--- config.mk ---
export PLATFORM = sky130hd
export DESIGN_NAME = rtc_core
export DESIGN_NICKNAME = d
export VERILOG_FILES = /design/src/rtl/rtc_pkg.sv /design/src/rtl/rtc_prescaler.sv /design/src/rtl/rtc_seconds.sv /design/src/rtl/rtc_irq.sv /design/src/rtl/rtc_core.sv
export SDC_FILE = /design/constraint.sdc
export NUM_CORES = 1
export LEC_CHECK = 0
export BUFFER_PORTS_ARGS = -buffer_cell sky130_fd_sc_hd__buf_2
export CAP_MARGIN = 20
export CORE_AREA = 4 4 138 140
export DETAILED_ROUTE_END_ITERATION = 10
export DIE_AREA = 0 0 142 144
export GPL_TIMING_DRIVEN = 0
export PLACE_DENSITY = 0.7
export SETUP_SLACK_MARGIN = 0.05
export SYNTH_ARGS = -nofsm -noshare
export SYNTH_HDL_FRONTEND = slang
export SYNTH_SLANG_ARGS = --single-unit
--- constraint.sdc ---
create_clock -name clk -period 6.3 [get_ports clk]
set_input_delay 0.315 -clock clk [delete_from_list [all_inputs] [get_ports clk]]
set_output_delay 0.315 -clock clk [all_outputs]
set_load 0.02 [all_outputs]
--- src/rtl/rtc_pkg.sv ---
// Shared constants for the compensated RTC core.
// Assumes the interrupt-enable word is ordered as listed below.
package rtc_pkg;
    localparam int IE_W   = 4;
    localparam int IE_INV = 0;
    localparam int IE_OVF = 1;
    localparam int IE_ALM = 2;
    localparam int IE_TAP = 3;

    typedef struct packed {
        logic alarm;
        logic overflow;
        logic invalid;
    } rtc_flags_t;
endpackage

--- src/rtl/rtc_prescaler.sv ---
// Prescaler with signed period correction and interval rotation.
// Produces a one-cycle sec_tick on the edge where the prescaler completes
// its period. Assumes BASE + 2^(CW-1) fits in PW bits.
module rtc_prescaler #(
    parameter int PW       = 16,
    parameter int CW       = 8,
    parameter int BASE     = 32768,
    parameter int LP_SHIFT = 5
) (
    input  logic          clk,
    input  logic          rst_n,
    input  logic          tick_en,
    input  logic          cnt_en,
    input  logic          low_pow,
    input  logic          presc_we,
    input  logic [PW-1:0] presc_wdata,
    input  logic          comp_we,
    input  logic [CW-1:0] comp_wdata,
    input  logic [CW-1:0] intv_wdata,
    output logic [PW-1:0] presc_q,
    output logic          sec_tick,
    output logic [CW-1:0] comp_now,
    output logic [CW-1:0] intv_cnt
);
    localparam int LW = PW + 2;

    logic [CW-1:0] comp_q, intv_q;
    logic [LW-1:0] limit, step, nxt;
    logic          advance;

    // Period limit, step size and wrap detection.
    always_comb begin
        comp_now = (intv_cnt == '0) ? comp_q : '0;
        limit    = LW'(BASE) - {{(LW-CW){comp_now[CW-1]}}, comp_now};
        step     = low_pow ? LW'(1 << LP_SHIFT) : LW'(1);
        nxt      = {2'b00, presc_q} + step;
        advance  = tick_en && cnt_en;
        sec_tick = advance && (nxt >= limit);
    end

    // Prescaler register: software load while stopped, else advance.
    always_ff @(posedge clk) begin
        if (!rst_n)                  presc_q <= '0;
        else if (presc_we && !cnt_en) presc_q <= presc_wdata;
        else if (sec_tick)           presc_q <= PW'(nxt - limit);
        else if (advance)            presc_q <= PW'(nxt);
    end

    // Correction value, interval and rotating interval counter.
    always_ff @(posedge clk) begin
        if (!rst_n) begin
            comp_q   <= '0;
            intv_q   <= '0;
            intv_cnt <= '0;
        end else if (comp_we) begin
            comp_q   <= comp_wdata;
            intv_q   <= intv_wdata;
            intv_cnt <= '0;
        end else if (sec_tick) begin
            intv_cnt <= (intv_cnt == '0) ? intv_q : intv_cnt - 1'b1;
        end
    end

    p_hold_r5: assert property (@(posedge clk) disable iff (!rst_n)
        (!cnt_en && !presc_we) |=> $stable(presc_q));
    p_wr_ignored_r6: assert property (@(posedge clk) disable iff (!rst_n)
        (cnt_en && presc_we && !tick_en) |=> $stable(presc_q));
    p_intv_bound_r4: assert property (@(posedge clk) disable iff (!rst_n)
        $past(comp_we) |-> (intv_cnt == '0));
endmodule

--- src/rtl/rtc_seconds.sv ---
// Seconds counter with alarm compare and sticky invalid/overflow/alarm flags.
// Assumes sec_tick only occurs while counting is enabled.
module rtc_seconds #(
    parameter int SW = 32
) (
    input  logic               clk,
    input  logic               rst_n,
    input  logic               cnt_en,
    input  logic               sec_tick,
    input  logic               sec_we,
    input  logic [SW-1:0]      sec_wdata,
    input  logic               alarm_we,
    input  logic [SW-1:0]      alarm_wdata,
    output logic [SW-1:0]      sec_rd,
    output rtc_pkg::rtc_flags_t flags
);
    logic [SW-1:0] sec_q, alarm_q, sec_inc;
    logic          wr_ok;

    // Increment value, write qualification and masked readback.
    always_comb begin
        sec_inc = sec_q + 1'b1;
        wr_ok   = sec_we && !cnt_en;
        sec_rd  = (flags.invalid || flags.overflow) ? '0 : sec_q;
    end

    // Seconds register plus the invalid and overflow flags.
    always_ff @(posedge clk) begin
        if (!rst_n) begin
            sec_q          <= '0;
            flags.invalid  <= 1'b1;
            flags.overflow <= 1'b0;
        end else if (wr_ok) begin
            sec_q          <= sec_wdata;
            flags.invalid  <= 1'b0;
            flags.overflow <= 1'b0;
        end else if (sec_tick) begin
            sec_q <= sec_inc;
            if (&sec_q) flags.overflow <= 1'b1;
        end
    end

    // Alarm register and alarm flag; a write clears the flag.
    always_ff @(posedge clk) begin
        if (!rst_n) begin
            alarm_q     <= '0;
            flags.alarm <= 1'b0;
        end else if (alarm_we) begin
            alarm_q     <= alarm_wdata;
            flags.alarm <= 1'b0;
        end else if (sec_tick && (sec_inc == alarm_q)) begin
            flags.alarm <= 1'b1;
        end
    end

    p_step_r2: assert property (@(posedge clk) disable iff (!rst_n)
        sec_tick |=> (sec_q == $past(sec_q) + 1'b1));
    p_wrap_r8: assert property (@(posedge clk) disable iff (!rst_n)
        (sec_tick && (&sec_q)) |=> flags.overflow);
    p_alarm_clear_r9: assert property (@(posedge clk) disable iff (!rst_n)
        alarm_we |=> !flags.alarm);
endmodule

--- src/rtl/rtc_irq.sv ---
// Sub-second tap selection and masked interrupt combine.
// Assumes the top prescaler bit below the period MSB is 1 Hz (bit PW-2).
module rtc_irq #(
    parameter int PW   = 16,
    parameter int SELW = 3
) (
    input  logic [PW-1:0]             presc_q,
    input  logic [SELW-1:0]           tap_sel,
    input  rtc_pkg::rtc_flags_t       flags,
    input  logic [rtc_pkg::IE_W-1:0]  irq_en,
    output logic                      tap_out,
    output logic                      irq
);
    localparam int IW  = $clog2(PW);
    localparam int TOP = PW - 2;

    logic [IW-1:0]              idx;
    logic [rtc_pkg::IE_W-1:0]   src;

    // Tap bit pick and OR of enabled sources.
    always_comb begin
        idx                  = IW'(TOP) - IW'(tap_sel);
        tap_out              = presc_q[idx];
        src                  = '0;
        src[rtc_pkg::IE_INV] = flags.invalid;
        src[rtc_pkg::IE_OVF] = flags.overflow;
        src[rtc_pkg::IE_ALM] = flags.alarm;
        src[rtc_pkg::IE_TAP] = tap_out;
        irq                  = |(src & irq_en);
    end
endmodule

--- src/rtl/rtc_core.sv ---
// Compensated RTC core top: control and interrupt-enable registers, plus the
// prescaler, seconds and interrupt stages. Bus decode is outside the block.
module rtc_core #(
    parameter int PW   = 16,
    parameter int SW   = 32,
    parameter int CW   = 8,
    parameter int SELW = 3
) (
    input  logic            clk,
    input  logic            rst_n,
    input  logic            tick_en,
    input  logic            sec_we,
    input  logic [SW-1:0]   sec_wdata,
    input  logic            presc_we,
    input  logic [PW-1:0]   presc_wdata,
    input  logic            alarm_we,
    input  logic [SW-1:0]   alarm_wdata,
    input  logic            comp_we,
    input  logic [CW-1:0]   comp_wdata,
    input  logic [CW-1:0]   intv_wdata,
    input  logic            ctrl_we,
    input  logic            ctrl_count_en,
    input  logic            ctrl_lowpow,
    input  logic [SELW-1:0] ctrl_tap_sel,
    input  logic            irq_en_we,
    input  logic [3:0]      irq_en_wdata,
    output logic [SW-1:0]   seconds,
    output logic [PW-1:0]   prescaler,
    output logic            flag_invalid,
    output logic            flag_overflow,
    output logic            flag_alarm,
    output logic [CW-1:0]   comp_now,
    output logic [CW-1:0]   interval_cnt,
    output logic            tap_out,
    output logic            irq
);
    import rtc_pkg::*;

    logic            cnt_en_q, lowpow_q, sec_tick;
    logic [SELW-1:0] tap_sel_q;
    logic [IE_W-1:0] irq_en_q;
    rtc_flags_t      flags;

    // Control register: enable, step mode and tap select.
    always_ff @(posedge clk) begin
        if (!rst_n) begin
            cnt_en_q  <= 1'b0;
            lowpow_q  <= 1'b0;
            tap_sel_q <= '0;
        end else if (ctrl_we) begin
            cnt_en_q  <= ctrl_count_en;
            lowpow_q  <= ctrl_lowpow;
            tap_sel_q <= ctrl_tap_sel;
        end
    end

    // Interrupt enable register.
    always_ff @(posedge clk) begin
        if (!rst_n)         irq_en_q <= '0;
        else if (irq_en_we) irq_en_q <= irq_en_wdata;
    end

    rtc_prescaler #(.PW(PW), .CW(CW)) u_presc (
        .clk(clk), .rst_n(rst_n), .tick_en(tick_en), .cnt_en(cnt_en_q),
        .low_pow(lowpow_q), .presc_we(presc_we), .presc_wdata(presc_wdata),
        .comp_we(comp_we), .comp_wdata(comp_wdata), .intv_wdata(intv_wdata),
        .presc_q(prescaler), .sec_tick(sec_tick), .comp_now(comp_now),
        .intv_cnt(interval_cnt)
    );

    rtc_seconds #(.SW(SW)) u_sec (
        .clk(clk), .rst_n(rst_n), .cnt_en(cnt_en_q), .sec_tick(sec_tick),
        .sec_we(sec_we), .sec_wdata(sec_wdata), .alarm_we(alarm_we),
        .alarm_wdata(alarm_wdata), .sec_rd(seconds), .flags(flags)
    );

    rtc_irq #(.PW(PW), .SELW(SELW)) u_irq (
        .presc_q(prescaler), .tap_sel(tap_sel_q), .flags(flags),
        .irq_en(irq_en_q), .tap_out(tap_out), .irq(irq)
    );

    assign flag_invalid  = flags.invalid;
    assign flag_overflow = flags.overflow;
    assign flag_alarm    = flags.alarm;

    p_irq_alarm_r11: assert property (@(posedge clk) disable iff (!rst_n)
        (flag_alarm && irq_en_q[IE_ALM]) |-> irq);
    p_irq_quiet_r11: assert property (@(posedge clk) disable iff (!rst_n)
        (irq_en_q == '0) |-> !irq);
    p_no_tick_stopped_r5: assert property (@(posedge clk) disable iff (!rst_n)
        !cnt_en_q |-> !sec_tick);
endmodule

# Word-level counts from Yosys, hierarchy flattened
# Cells that the tools add are included.
totals:
  regBits: 116
  input_bits: 114
  wordCells: 50
  output_inout_bits: 69
op_classes:
  n_lt_le_gt_ge: 2
  bitwise_logic: 2
  n_reduce_logical: 15
  eq_ne: 1
  mux: 11
  add_sub_neg: 6
op_table:
  columns: ["operator", "count"]
  rows:
  - ["2-to-1 mux 32 bit", 3]
  - ["2-to-1 mux 16 bit", 3]
  - ["AND reduction 33 bit", 1]
  - ["adder 32 x 1 -> 32 bit (second input constant)", 1]
  - ["equality test 32 bit", 1]
  - ["greater-or-equal comparator 18 bit", 1]
  - ["subtractor 17 x 8 -> 18 bit (first input constant)", 1]
  - ["adder 16 x 6 -> 17 bit", 1]
  - ["2-to-1 mux 8 bit", 2]
  - ["subtractor 16 bit", 1]
  - ["logical NOT 8 bit", 1]
  - ["subtractor 8 x 1 -> 8 bit (second input constant)", 1]
  - ["2-to-1 mux 6 bit", 1]
  - ["OR reduction 2 bit", 3]
  - ["logical AND 1 bit", 5]
  - ["less-than comparator 4 x 5 -> 1 bit (second input constant)", 1]
  - ["bitwise AND 4 bit", 1]
  - ["binary-select mux 1 bit (select 4 bit)", 1]
  - ["OR reduction 4 bit", 1]
  - ["subtractor 4 x 3 -> 4 bit (first input constant)", 1]
  - ["nonzero test 3 bit", 1]
  - ["nonzero test 2 bit", 1]
  - ["logical NOT 1 bit", 1]
  - ["logical OR 1 bit", 1]
  - ["2 further kinds", 2]

# Longest topological paths before layout
# Gate-level depths: netlist of run 1.
depth:
  word_depth: 7
  mapped_depth: 21
  mapped_depth_nobuf: 18

# Cells and area by module
# A second synthesis of run 1 with hierarchy kept.
unflattened:
  cells_unflattened: 978
  hier_area_um2: 8042.7
modules_own_cells:
  columns: ["module", "instances", "seq_area_each_um2", "area_each_um2", "cells_per_inst"]
  rows:
  - ["rtc_seconds", 1, 1341.3, 4214.0, 517]
  - ["rtc_prescaler", 1, 800.8, 3259.4, 403]
  - ["rtc_core", 1, 180.2, 345.3, 29]
  - ["rtc_irq", 1, 0.0, 224.0, 29]

# Worst setup path after synthesis of run 1
# Ideal clock, no wire load.
synth_path:
  path_kind: "register -> register"
  start: "reg u_presc.intv_cnt[2]"
  end: "reg u_sec.sec_q[19]"
  setup_time_ps: 128
  required_ps: 6172
  arrival_time_ps: 4601
  path_slack_ps: 1571
  period_less_slack_ps: 4729
  path_buffers: 4
  stages_incl_launch_ff: 19
  cell_sequence: "dfxtp_1 nor3_1 nor3b_1 and3b_1 clkbuf_1 clkbuf_1 nand2_1 ha_1 ha_1 a21o_1 a21oi_1 o21bai_1 o41ai_2 a221o_1 clkbuf_1 buf_2 nor3b_1 a221oi_1 nor2_1"
synth_between:
  elab_chain_len: 6
synth_rtl:
  columns: ["element", "line_no", "rtl"]
  rows:
  - ["start: declaration", "rtc_prescaler.sv:23", "output logic [CW-1:0] intv_cnt"]
  - ["start signal: assignment", "rtc_prescaler.sv:60", "intv_cnt <= (intv_cnt == '0) ? intv_q : intv_cnt - 1'b1;"]
  - ["logical NOT 8 bit", "rtc_prescaler.sv:33", "comp_now = (intv_cnt == '0) ? comp_q : '0;"]
  - ["2-to-1 mux 8 bit", "rtc_prescaler.sv:33", null]
  - ["subtractor 17 x 8 -> 18 bit", "rtc_prescaler.sv:34", "limit = LW'(BASE) - {{(LW-CW){comp_now[CW-1]}}, comp_now};"]
  - ["greater-or-equal comparator 18 bit", "rtc_prescaler.sv:38", "sec_tick = advance && (nxt >= limit);"]
  - ["logical AND 1 bit", "rtc_prescaler.sv:38", null]
  - ["nonzero test 2 bit (no line)", null, null]
  - ["end signal: assignment", "rtc_seconds.sv:34", "sec_q <= sec_wdata;"]
  - ["end signal: assignment", "rtc_seconds.sv:38", "sec_q <= sec_inc;"]
  - ["end: declaration", "rtc_seconds.sv:17", "logic [SW-1:0] sec_q, alarm_q, sec_inc;"]
# Every way passes these cells.
# A chain may end at the register's enable or synchronous reset.

# Final worst setup path of run 1
# Same ends and word-level chain as after synthesis.

==> metrics.csv, run 1 <==
stage,metric,value,unit
run_status,status,completed,
routing,vias,7731,
routing,post_drt_wl_per_cell,18.4,um
timing,slew_headroom,44.7,%
yosys,synth-edff-count,0,
finish,nNetsFinal,1274,
finish,syn_to_final_growth,23.1,%
place,dp_hpwl,19300,um
timing,drv_slew,0,
global_routing,overflow,0,
setup_path,end_kind,register,
floorplanning,initial_utilization,42.6,%
timing,whs,128,ps
setup_path,rrSetupSlack,470,ps
setup_path,critPathKind,register to register,
finish,drive_above_1_share,20.8,%
yosys,ys_async_sr_fraction,0,%
yosys,yosysSeqAreaShare,30.6,%
setup_path,r2r_cells,18,
place,port_buffers,177,
clocking,insertion_delay,420,ps
floorplanning,pin_count,183,
timing,setup_tns,0,ps
global_routing,antenna_found_initial,3,
floorplanning,num_rows,49,
yosys,synth_area_leader_cell,dfxtp_1,
timing,finalCritPeriodShare,92.5,%
clocking,cts_buffer_depth,2,
floorplanning,dieArea,20400,um2
yosys,synth_area,7590,um2
clocking,htreeDepth,4,
clocking,clock_sinks,116,
routing,antenna_left,0,
timing,hold_viol_final,0,
job,maxCapViolations,0,
timing,setup_violations,0,
clocking,cts_buffers,17,
setup_path,crit_end,u_sec.sec_q[19],
yosys,synth.area.top_cells,"dfxtp_1 31%, mux2i_1 8.3%, xnor2_1 5.4%, a21oi_1 4.3%, nand2_1 4.3%",
yosys,synth_cell_type_count,70,
floorplanning,die_w,142,um
clocking,postCtsSetupRepairBufs,0,
timing,worst_slack,472,ps
floorplanning,core,17800,um2
place,pre_cts_slack,416,ps
clocking,clkTransAtPathRegs,60,ps
yosys,ys_ff_latch,116,
clocking,cts_root_buffer,clkbuf_16,
setup_path,startpoint,u_presc.intv_cnt[2],
floorplanning,chipHeight,144,um
global_routing,grt_pass1_vias,7222,
yosys,synth_nets,1078,
setup_path,r2r_start,u_presc.intv_cnt[2],
timing,min_period,5830,ps
routing,avgViaCountPerCell,5.62,
yosys,synth_top_flop_cell,dfxtp_1,
pwr,vdd_drop_max,0.236,mV
setup_path,critPathLaunchType,register,
routing,drt_iter0_markers,553,
global_routing,grt_pass1_wl,38600,um
place,post-place-cells,1344,
global_routing,grt_max_degree,17,
finish,final_cells,1375,
worst_hold_path,hold_path_class,input pin to register,
clocking,cts_tree,built,
setup_path,critPathMaxFanout,10,
yosys,synth_top_area_share,30.6,%
routing,wl,25400,um
yosys,ys_warn_count,0,
pwr,p_per_area,244,nW/um2
global_routing,track_usage,24.1,%
yosys,syn-mean-instance-area,8.10,um2
routing,drc_errors,0,
setup_path,reg2reg_to,u_sec.sec_q[19],
timing,rsz0062_at_grt,no,
pwr,leakagePower,4.05,nW
timing,tightest_slew,830,ps
setup_path,critPathArrivalTime,6120,ps
timing,finalClockSkew,9.25,ps
place,placed_cell_area,8770,um2
routing,drt_first_pass_iters,7,
timing,fmax,172,MHz
setup_path,required,6590,ps
yosys,syn_inst,938,
place,gp_congestion,0.935,
finish,fin_area,9350,um2
## flip-flops by register name, summed over array words and instances, names as in the netlist
name and count:
u_presc.presc_q 16, u_presc.intv_cnt 8, cnt_en_q 1, u_presc.intv_q 8, u_sec.sec_q 32, u_sec.alarm_q 32, irq_en_q 4, lowpow_q 1
tap_sel_q 3, u_presc.comp_q 8, u_sec.flags 3
## where the power goes
group	leakage, nW	internal [mW]	switching [mW]
Clock	0.273	0.605	0.346
Combinational	2.82	0.214	0.290
Sequential	0.955	0.777	0.0487
Total	4.05	1.60	0.685
## per-stage QoR
| step | total power, mW | util [%] |
|---|---|---|
| final | 2.28 | 52.4 |
| after global routing | 2.38 | 52.4 |
| after CTS | 2.29 | 52.4 |
| after detailed placement | 1.34 | 49.1 |
| after global placement | 1.33 | 49.1 |
| after floorplan | 1.18 | - |
## what timing repair did
| item | CTS | global route |
|---|---|---|
| hold buffers | 0 | 0 |
| endpoints found under the setup margin | 0 | 18 |
| endpoints found under the hold margin | 0 | 0 |
| resized for setup | 0 | 1 |
## final cells by class
type,instances,area [um2]
Clock inverter,9,105
Clock buffer,21,470
Tap cell,229,287
Timing Repair Buffer,177,886
Sequential cell,116,2320
Fill cell,1700,8490
Inverter,20,75.1
Buffer,59,234
Multi-Input combinational cell,743,4970
Antenna cell,1,2.50
## layer usage
metal	track usage, %	vias to the layer above	wire length [um]
met5	0	-	41
met4	9.39	6	787
met3	6.58	63	2410
met2	37.9	350	11200
met1	31.6	3575	10900
li1	-	3737	-
## cells in the final DEF, fill, tap and decap left out, types with 15 or more instances in the layout
master and instances:
a21oi_1 66, a22oi_1 17, and2_1 39, buf_2 186, clkbuf_1 36, clkbuf_16 17, dfxtp_1 116, ha_1 25
inv_1 20, mux2i_1 63, nand2_1 87, nand3_1 34, nand4_1 15, nor2_1 83, nor2b_1 29, nor3_1 19
o21ai_0 31, xnor2_1 47, xor2_1 33
## synth_stat cells (14+ instances only)
master    instances
a21oi_1          66
a22oi_1          17
a31oi_1          14
and2_1           39
buf_1            14
clkbuf_1         35
dfxtp_1         116
ha_1             25
inv_1            20
mux2i_1          63
nand2_1          87
nand3_1          34
nand4_1          15
nor2_1           83
nor2b_1          29
nor3_1           19
o21ai_0          31
xnor2_1          47
xor2_1           33
## worst max-delay path: stages, from the launching register on
cell and delay (ps):
dfxtp_1 360, nor3_1 360, nor3b_2 360, and3b_1 200
clkbuf_1 350, clkbuf_1 420, nand2_1 330, ha_1 380
ha_1 350, a21o_1 210, a21oi_1 290, o21bai_1 200
o41ai_2 560, a221o_1 230, clkbuf_1 330, buf_2 350
nor3b_1 90, a221oi_1 270, nor2_1 60
## kinds of logic after synthesis
group / Yosys count / synth area share (%)
compound gates: 205 / 17.8
xor+xnor: 80 / 9.23
fa+ha+maj: 26 / 4.38
buf+inv: 79 / 4.07
flops: 116 / 30.6
mux: 70 / 9.79
simple gates: 362 / 24.1
## how the worst min path moves through the flow
stage / slack (ps) / cells after the start / to / from
floorplan: 450 / 2 / u_sec.sec_q[30] / sec_wdata[30]
global placement: 460 / 2 / u_sec.flags[0] / u_sec.flags[0]
detailed placement: 470 / 2 / u_sec.flags[0] / u_sec.flags[0]
global route: 130 / 3 / u_presc.comp_q[4] / comp_wdata[4]
finish: 130 / 3 / u_presc.intv_q[1] / intv_wdata[1]
CTS: 120 / 3 / u_presc.comp_q[2] / comp_wdata[2]
Power figures use the tool's default switching activity.
==> run 2: changes to the inputs <==
--- a/config.mk
+++ b/config.mk
@@ -12,6 +12,7 @@
 export DIE_AREA = 0 0 142 144
 export GPL_TIMING_DRIVEN = 0
 export PLACE_DENSITY = 0.7
+export RECOVER_POWER = 50
 export SETUP_SLACK_MARGIN = 0.05
 export SYNTH_ARGS = -nofsm -noshare
 export SYNTH_HDL_FRONTEND = slang
==> run 2 against run 1 <==
Sequential share of layout area up 0.10 points. Final area down 0.40%. Hold slack worse by 0.70 ps.
==> metrics.csv, run 2 (synthesis gave the netlist of run 1 again) <==
stage,metric,value,unit
routing,avgViaCountPerCell,5.65,
finish,post-route-util,52.2,%
floorplanning,chipHeight,144,um
pwr,power_frac_clock,41.7,%
place,post-place-cells,1344,
timing,rsz0062_at_grt,no,
routing,drt_first_pass_iters,5,
global_routing,track_usage,24.1,%
routing,drc_errors,0,
worst_hold_path,worstHoldStart,comp_wdata[2],
setup_path,required,6590,ps
job,maxCapViolations,0,
finish,final_cell_mix,"154 x buf_2, 116 x dfxtp_1, 87 x nand2_1",
setup_path,startpoint,u_presc.intv_cnt[2],
global_routing,overflow,0,
floorplanning,num_rows,49,
global_routing,grt_max_degree,17,
finish,nNetsFinal,1274,
pwr,switching_power,0.685,mW
clocking,cts_root_buffer,clkbuf_16,
global_routing,antenna_found_initial,3,
worst_hold_path,hold_path_class,input pin to register,
routing,post_drt_wl_per_cell,18.5,um
finish,drive_above_1_share,18.0,%
timing,drv_slew,0,
pwr,seq_power_share,36.2,%
routing,drt_iter0_markers,600,
timing,setup_violations,0,
setup_path,end_kind,register,
place,gp_congestion,0.935,
place,placed_cell_area,8770,um2
timing,setup_tns,0,ps
clocking,clock_sinks,116,
setup_path,critPathLaunchType,register,
clocking,clkTransAtPathRegs,60,ps
floorplanning,initial_utilization,42.6,%
setup_path,crit_chain,nor3_1 -> nor3b_2 -> and3b_1 -> clkbuf_1 -> clkbuf_1 -> nand2_1 -> ha_1 -> ha_1 -> a21o_1 -> a21oi_1 -> o21bai_1 -> o41ai_2 -> a221o_1 -> clkbuf_1 -> buf_2 -> nor3b_1 -> a221oi_1 -> nor2_1,
setup_path,critPathSlowestCell,o41ai_2,
clocking,cts_tree,built,
clocking,cts_hold_buffers,0,
timing,finalClockSkew,9.56,ps
floorplanning,pin_count,183,
finish,final_cells,1376,
pwr,p_int,1.59,mW
finish,fill_cells,1714,
timing,tightest_slew,834,ps
pwr,swShare,30.1,%
pwr,leakagePower,3.91,nW
finish,fin_area,9310,um2
setup_path,critPathKind,register to register,
timing,whs,127,ps
run_status,status,completed,
finish,syn_to_final_growth,22.6,%
clocking,htreeDepth,4,
timing,slew_headroom,44.4,%
setup_path,critPathArrivalTime,6140,ps
routing,wl,25400,um
floorplanning,dieArea,20400,um2
global_routing,grt_pass1_wl,38600,um
timing,hold_viol_final,0,
pwr,p_per_area,245,nW/um2
timing,finalCritPeriodShare,92.8,%
finish,largest_registers,"u_sec.alarm_q (32), u_sec.sec_q (32), u_presc.presc_q (16)",
timing,worst_slack,453,ps
clocking,cts_buffers,17,
timing,min_period,5850,ps
pwr,power,2.28,mW
timing,fmax,171,MHz
setup_path,critPathMaxFanout,10,
setup_path,cpPeakStageDelay,550,ps
place,port_buffers,177,
routing,vias,7774,
setup_path,r2r_start,u_presc.intv_cnt[2],
pwr,vdd_drop_max,0.237,mV
floorplanning,core,17800,um2
floorplanning,die_w,142,um
place,pre_cts_slack,416,ps
finish,final_common_cell,buf_2,
place,dp_hpwl,19300,um
clocking,insertion_delay,420,ps
clocking,cts_buffer_depth,2,
global_routing,grt_pass1_vias,7222,
pwr,p_comb_share,22.0,%
routing,antenna_left,0,
setup_path,cp_common_cell,clkbuf_1,
==> run 2: changes by cell type in the layout (fill, tap and decap cells not counted) <==
cell	before	now
diode_2	1	2
clkbuf_1	36	74
buf_1	14	8
buf_2	186	154
and2_0	1	3
and2_1	39	37
==> run 2: power groups by stage <==
| stage | Clock [mW] | Sequential [mW] | Combinational [mW] |
|---|---|---|---|
| floorplan | 0 | 0.834 | 0.345 |
| global placement | 0 | 0.839 | 0.492 |
| detailed placement | 0 | 0.840 | 0.497 |
| CTS | 0.962 | 0.825 | 0.499 |
| global route | 1.00 | 0.831 | 0.551 |
| finish | 0.952 | 0.826 | 0.502 |
==> run 2: what timing repair did <==
action / in CTS / in global routing
setup endpoints to repair: 0 / 18
resized for setup: 0 / 1
buffers inserted: 0 / 0
==> run 2: path summary, 6_finish.rpt <==
kind                                          end  slack, ps  cells after the start
worst max-delay path              u_sec.sec_q[19]        450                     18
worst min-delay path            u_presc.comp_q[2]        130                      3
worst max register to register    u_sec.sec_q[19]        450                     18
worst min register to register     u_sec.flags[0]        490                      2
==> run 2: layout make-up <==
cell class	count	area, um2	share of cell area (%)
Tap cell	229	287	3.08
Multi-Input combinational cell	743	4970	53.4
Sequential cell	116	2320	24.9
Buffer	59	234	2.51
Clock inverter	9	105	1.13
Antenna cell	2	5.00	0.0537
Inverter	20	75.1	0.806
Clock buffer	21	470	5.05
Timing Repair Buffer	177	846	9.08
==> run 2: worst max-delay path, delay by kind of cell, from the launching register on <==
| family | cells | cell delay [ps] |
|---|---|---|
| AO/OA/AOI/OAI | 6 | 1740 |
| buffers and inverters | 4 | 1480 |
| AND/OR/NAND/NOR | 6 | 1400 |
| adder cells (fa/ha/maj) | 2 | 720 |
| flip-flops | 1 | 360 |
==> run 2: routing by layer <==
metal	vias to the layer above	track usage [%]	wire, um
met5	-	0	27
met4	4	9.39	793
met3	61	6.58	2350
met2	357	37.9	11200
met1	3611	31.6	11000
li1	3741	-	-
==> run 3: changes to the inputs <==
--- a/config.mk
+++ b/config.mk
@@ -5,13 +5,14 @@
 export SDC_FILE = /design/constraint.sdc
 export NUM_CORES = 1
 export LEC_CHECK = 0
+export ABC_AREA = 1
 export BUFFER_PORTS_ARGS = -buffer_cell sky130_fd_sc_hd__buf_2
 export CAP_MARGIN = 20
-export CORE_AREA = 4 4 138 140
+export CORE_AREA = 4 4 142 144
 export DETAILED_ROUTE_END_ITERATION = 10
-export DIE_AREA = 0 0 142 144
+export DIE_AREA = 0 0 146 148
 export GPL_TIMING_DRIVEN = 0
-export PLACE_DENSITY = 0.7
+export PLACE_DENSITY = 0.69
 export RECOVER_POWER = 50
 export SETUP_SLACK_MARGIN = 0.05
 export SYNTH_ARGS = -nofsm -noshare
==> constraint.sdc (replaced) <==
create_clock -name clk -period 6.3 [get_ports clk]
set_input_delay 0.315 -clock clk [delete_from_list [all_inputs] [get_ports clk]]
set_output_delay 0.315 -clock clk [all_outputs]
set_load 0.01 [all_outputs]
==> run 3 against run 2 <==
Via count grew 22%. Total power grew 9.6%. Sequential power is essentially flat. Global-route usage grew 2.5 points. Largest power group unchanged. Critical endpoint is now u_presc.presc_q[8].
==> metrics.csv, run 3 <==
stage,metric,value,unit
floorplanning,chipHeight,148,um
yosys,synth_area,8070,um2
finish,drive_above_1_share,14.4,%
global_routing,overflow,0,
floorplanning,pin_count,183,
timing,finalClockSkew,11.3,ps
setup_path,critPathSlowestCell,nor2_1,
clocking,htreeDepth,4,
clocking,cts_resized,0,
yosys,syn-mean-instance-area,6.06,um2
pwr,p_per_area,252,nW/um2
setup_path,cpPeakStageDelay,480,ps
setup_path,critPathArrivalTime,4870,ps
global_routing,antenna_found_initial,2,
clocking,cts_root_buffer,clkbuf_16,
yosys,synth-edff-count,0,
place,gp_congestion,0.973,
clocking,insertion_delay,420,ps
routing,avgViaCountPerCell,5.32,
setup_path,critPathMaxFanout,10,
routing,drc_errors,0,
yosys,synth_top_area_share,28.8,%
pwr,vdd_drop_max,0.181,mV
yosys,ys_ff_latch,116,
finish,largest_registers,"u_sec.alarm_q (32), u_sec.sec_q (32), u_presc.presc_q (16)",
finish,nNetsFinal,1673,
timing,finalCritPeriodShare,73.0,%
setup_path,rrSetupSlack,1700,ps
routing,post_drt_wl_per_cell,16.5,um
setup_path,required,6570,ps
yosys,synth_common_cells,"346 x nand2_1, 209 x nor2_1, 141 x inv_1",
clocking,cts_buffer_depth,2,
setup_path,critPathKind,register to register,
timing,slew_headroom,34.0,%
worst_hold_path,hold_path_class,input pin to register,
setup_path,cp_common_cell,nor2_1,
clocking,postCtsSetupRepairBufs,0,
yosys,yosysSeqAreaShare,28.8,%
floorplanning,die_w,146,um
clocking,clkTransAtPathRegs,60,ps
pwr,power,2.50,mW
timing,hold_viol_final,0,
routing,antenna_left,0,
yosys,synth_area_leader_cell,dfxtp_1,
finish,final_common_cell,nand2_1,
yosys,synth_top_flop_cell,dfxtp_1,
routing,wl,29400,um
setup_path,crit_buf_inv,5,
yosys,synth_cell_type_count,40,
yosys,ys_warn_count,0,
setup_path,critical-path-top-delay-family,simple AND/OR/NAND/NOR gates,
yosys,synth_nets,1472,
clocking,cts_buffers,17,
pwr,leakagePower,4.56,nW
floorplanning,num_rows,50,
place,dp_hpwl,23100,um
global_routing,track_usage,26.6,%
timing,drv_slew,0,
clocking,clock_sinks,116,
global_routing,grt_pass1_vias,8945,
routing,vias,9474,
clocking,cts_hold_buffers,0,
run_status,status,completed,
timing,fmax,217,MHz
global_routing,grt_pass1_wl,45800,um
floorplanning,core,18700,um2
setup_path,critPathLaunchType,register,
clocking,cts_tree,built,
yosys,synth_most_common_cell,nand2_1,
yosys,syn_inst,1332,
yosys,synth.area.top_cells,"dfxtp_1 29%, nand2_1 16%, nor2_1 9.7%, a21oi_1 7.5%, o21ai_0 7.1%",
floorplanning,dieArea,21600,um2
setup_path,crit_chain,inv_1 -> ha_1 -> nand3_1 -> nor2_1 -> inv_1 -> buf_2 -> nor2_1 -> nor2_1 -> nand4_1 -> ha_1 -> ha_1 -> nand2_1 -> nor2_1 -> nand2_1 -> nor2_1 -> nand3_1 -> nand3_1 -> nor2_2 -> nand2_4 -> nand2_4 -> buf_6 -> buf_2 -> o211ai_1 -> a31oi_1,
timing,rsz0062_at_grt,no,
global_routing,grt_max_degree,17,
setup_path,end_kind,register,
timing,setup_tns,0,ps
finish,syn_to_final_growth,22.7,%
timing,setup_violations,0,
finish,final_cell_mix,"346 x nand2_1, 209 x nor2_1, 152 x buf_2",
place,port_buffers,182,
timing,min_period,4600,ps
yosys,ys_async_sr_fraction,0,%
routing,drt_iter0_markers,795,
job,maxCapViolations,0,
floorplanning,initial_utilization,43.1,%
routing,drt_first_pass_iters,6,
timing,tightest_slew,986,ps
-- run 3: cell types whose count changed after synthesis, sizes merged, moves of 40 or more --
cell   change
and2      -40
mux2i     -63
nor2     +140
a21oi     +57
inv      +124
o21ai     +91
nand2    +270
-- run 3: metrics by stage --
| step | utilization, % | std cells | setup WS, ps | cell area [um2] | hold WS, ps |
|---|---|---|---|---|---|
| CTS | 53.2 | 1779 | 1690 | 9940 | 109 |
| global placement | 49.6 | 1748 | 1770 | 9270 | 445 |
| global route | 52.9 | 1780 | 1400 | 9900 | 121 |
| floorplan | - | 1332 | 2640 | 8070 | 429 |
| finish | 52.9 | 1780 | 1700 | 9900 | 117 |
| detailed placement | 49.6 | 1748 | 1740 | 9270 | 449 |
-- run 3: path summary, 6_finish.rpt --
check / start / end / cells after the start
max: u_presc.intv_cnt[0] / u_presc.presc_q[8] / 24
min: irq_en_wdata[2] / irq_en_q[2] / 3
max reg2reg: u_presc.intv_cnt[0] / u_presc.presc_q[8] / 24
min reg2reg: u_presc.comp_q[2] / u_presc.comp_q[2] / 2
-- run 3: kinds of logic after synthesis --
kind of cell    after synthesis  synth area share (%)
fa+ha+maj                    26                  4.13
compound gates              285                  18.7
xor+xnor                     33                  3.58
simple gates                679                  35.3
flops                       116                  28.8
buf+inv                     193                  9.44
-- run 3: worst min-delay path: cells and delay by family --
kind	cells	cell delay, ps
and+or+nand+nor	2	110
buffers and inverters	1	80
-- run 3: layout make-up --
cell class / count / area (um2)
repair buffers: 182 / 866
clock buffers: 22 / 474
fillers: 1974 / 8800
diodes: 1 / 2.50
inverters: 150 / 563
clock inverters: 9 / 199
well taps: 234 / 293
multi-input cells: 1023 / 4980
flip-flops and latches: 116 / 2320
plain buffers: 43 / 199
-- run 3: report_power, final --
part | switching (mW) | internal, mW
combinational | 0.348 | 0.189
clock | 0.363 | 0.771
sequential | 0.0467 | 0.782
-- run 3: metal layers --
metal | track usage, % | vias to the layer above | share of wire (%)
met5 | 0 | - | 0.044
met4 | 8.33 | 2 | 2.7
met3 | 6.19 | 56 | 7.7
met2 | 46.2 | 392 | 48
met1 | 32.8 | 4307 | 42
li1 | - | 4717 | -
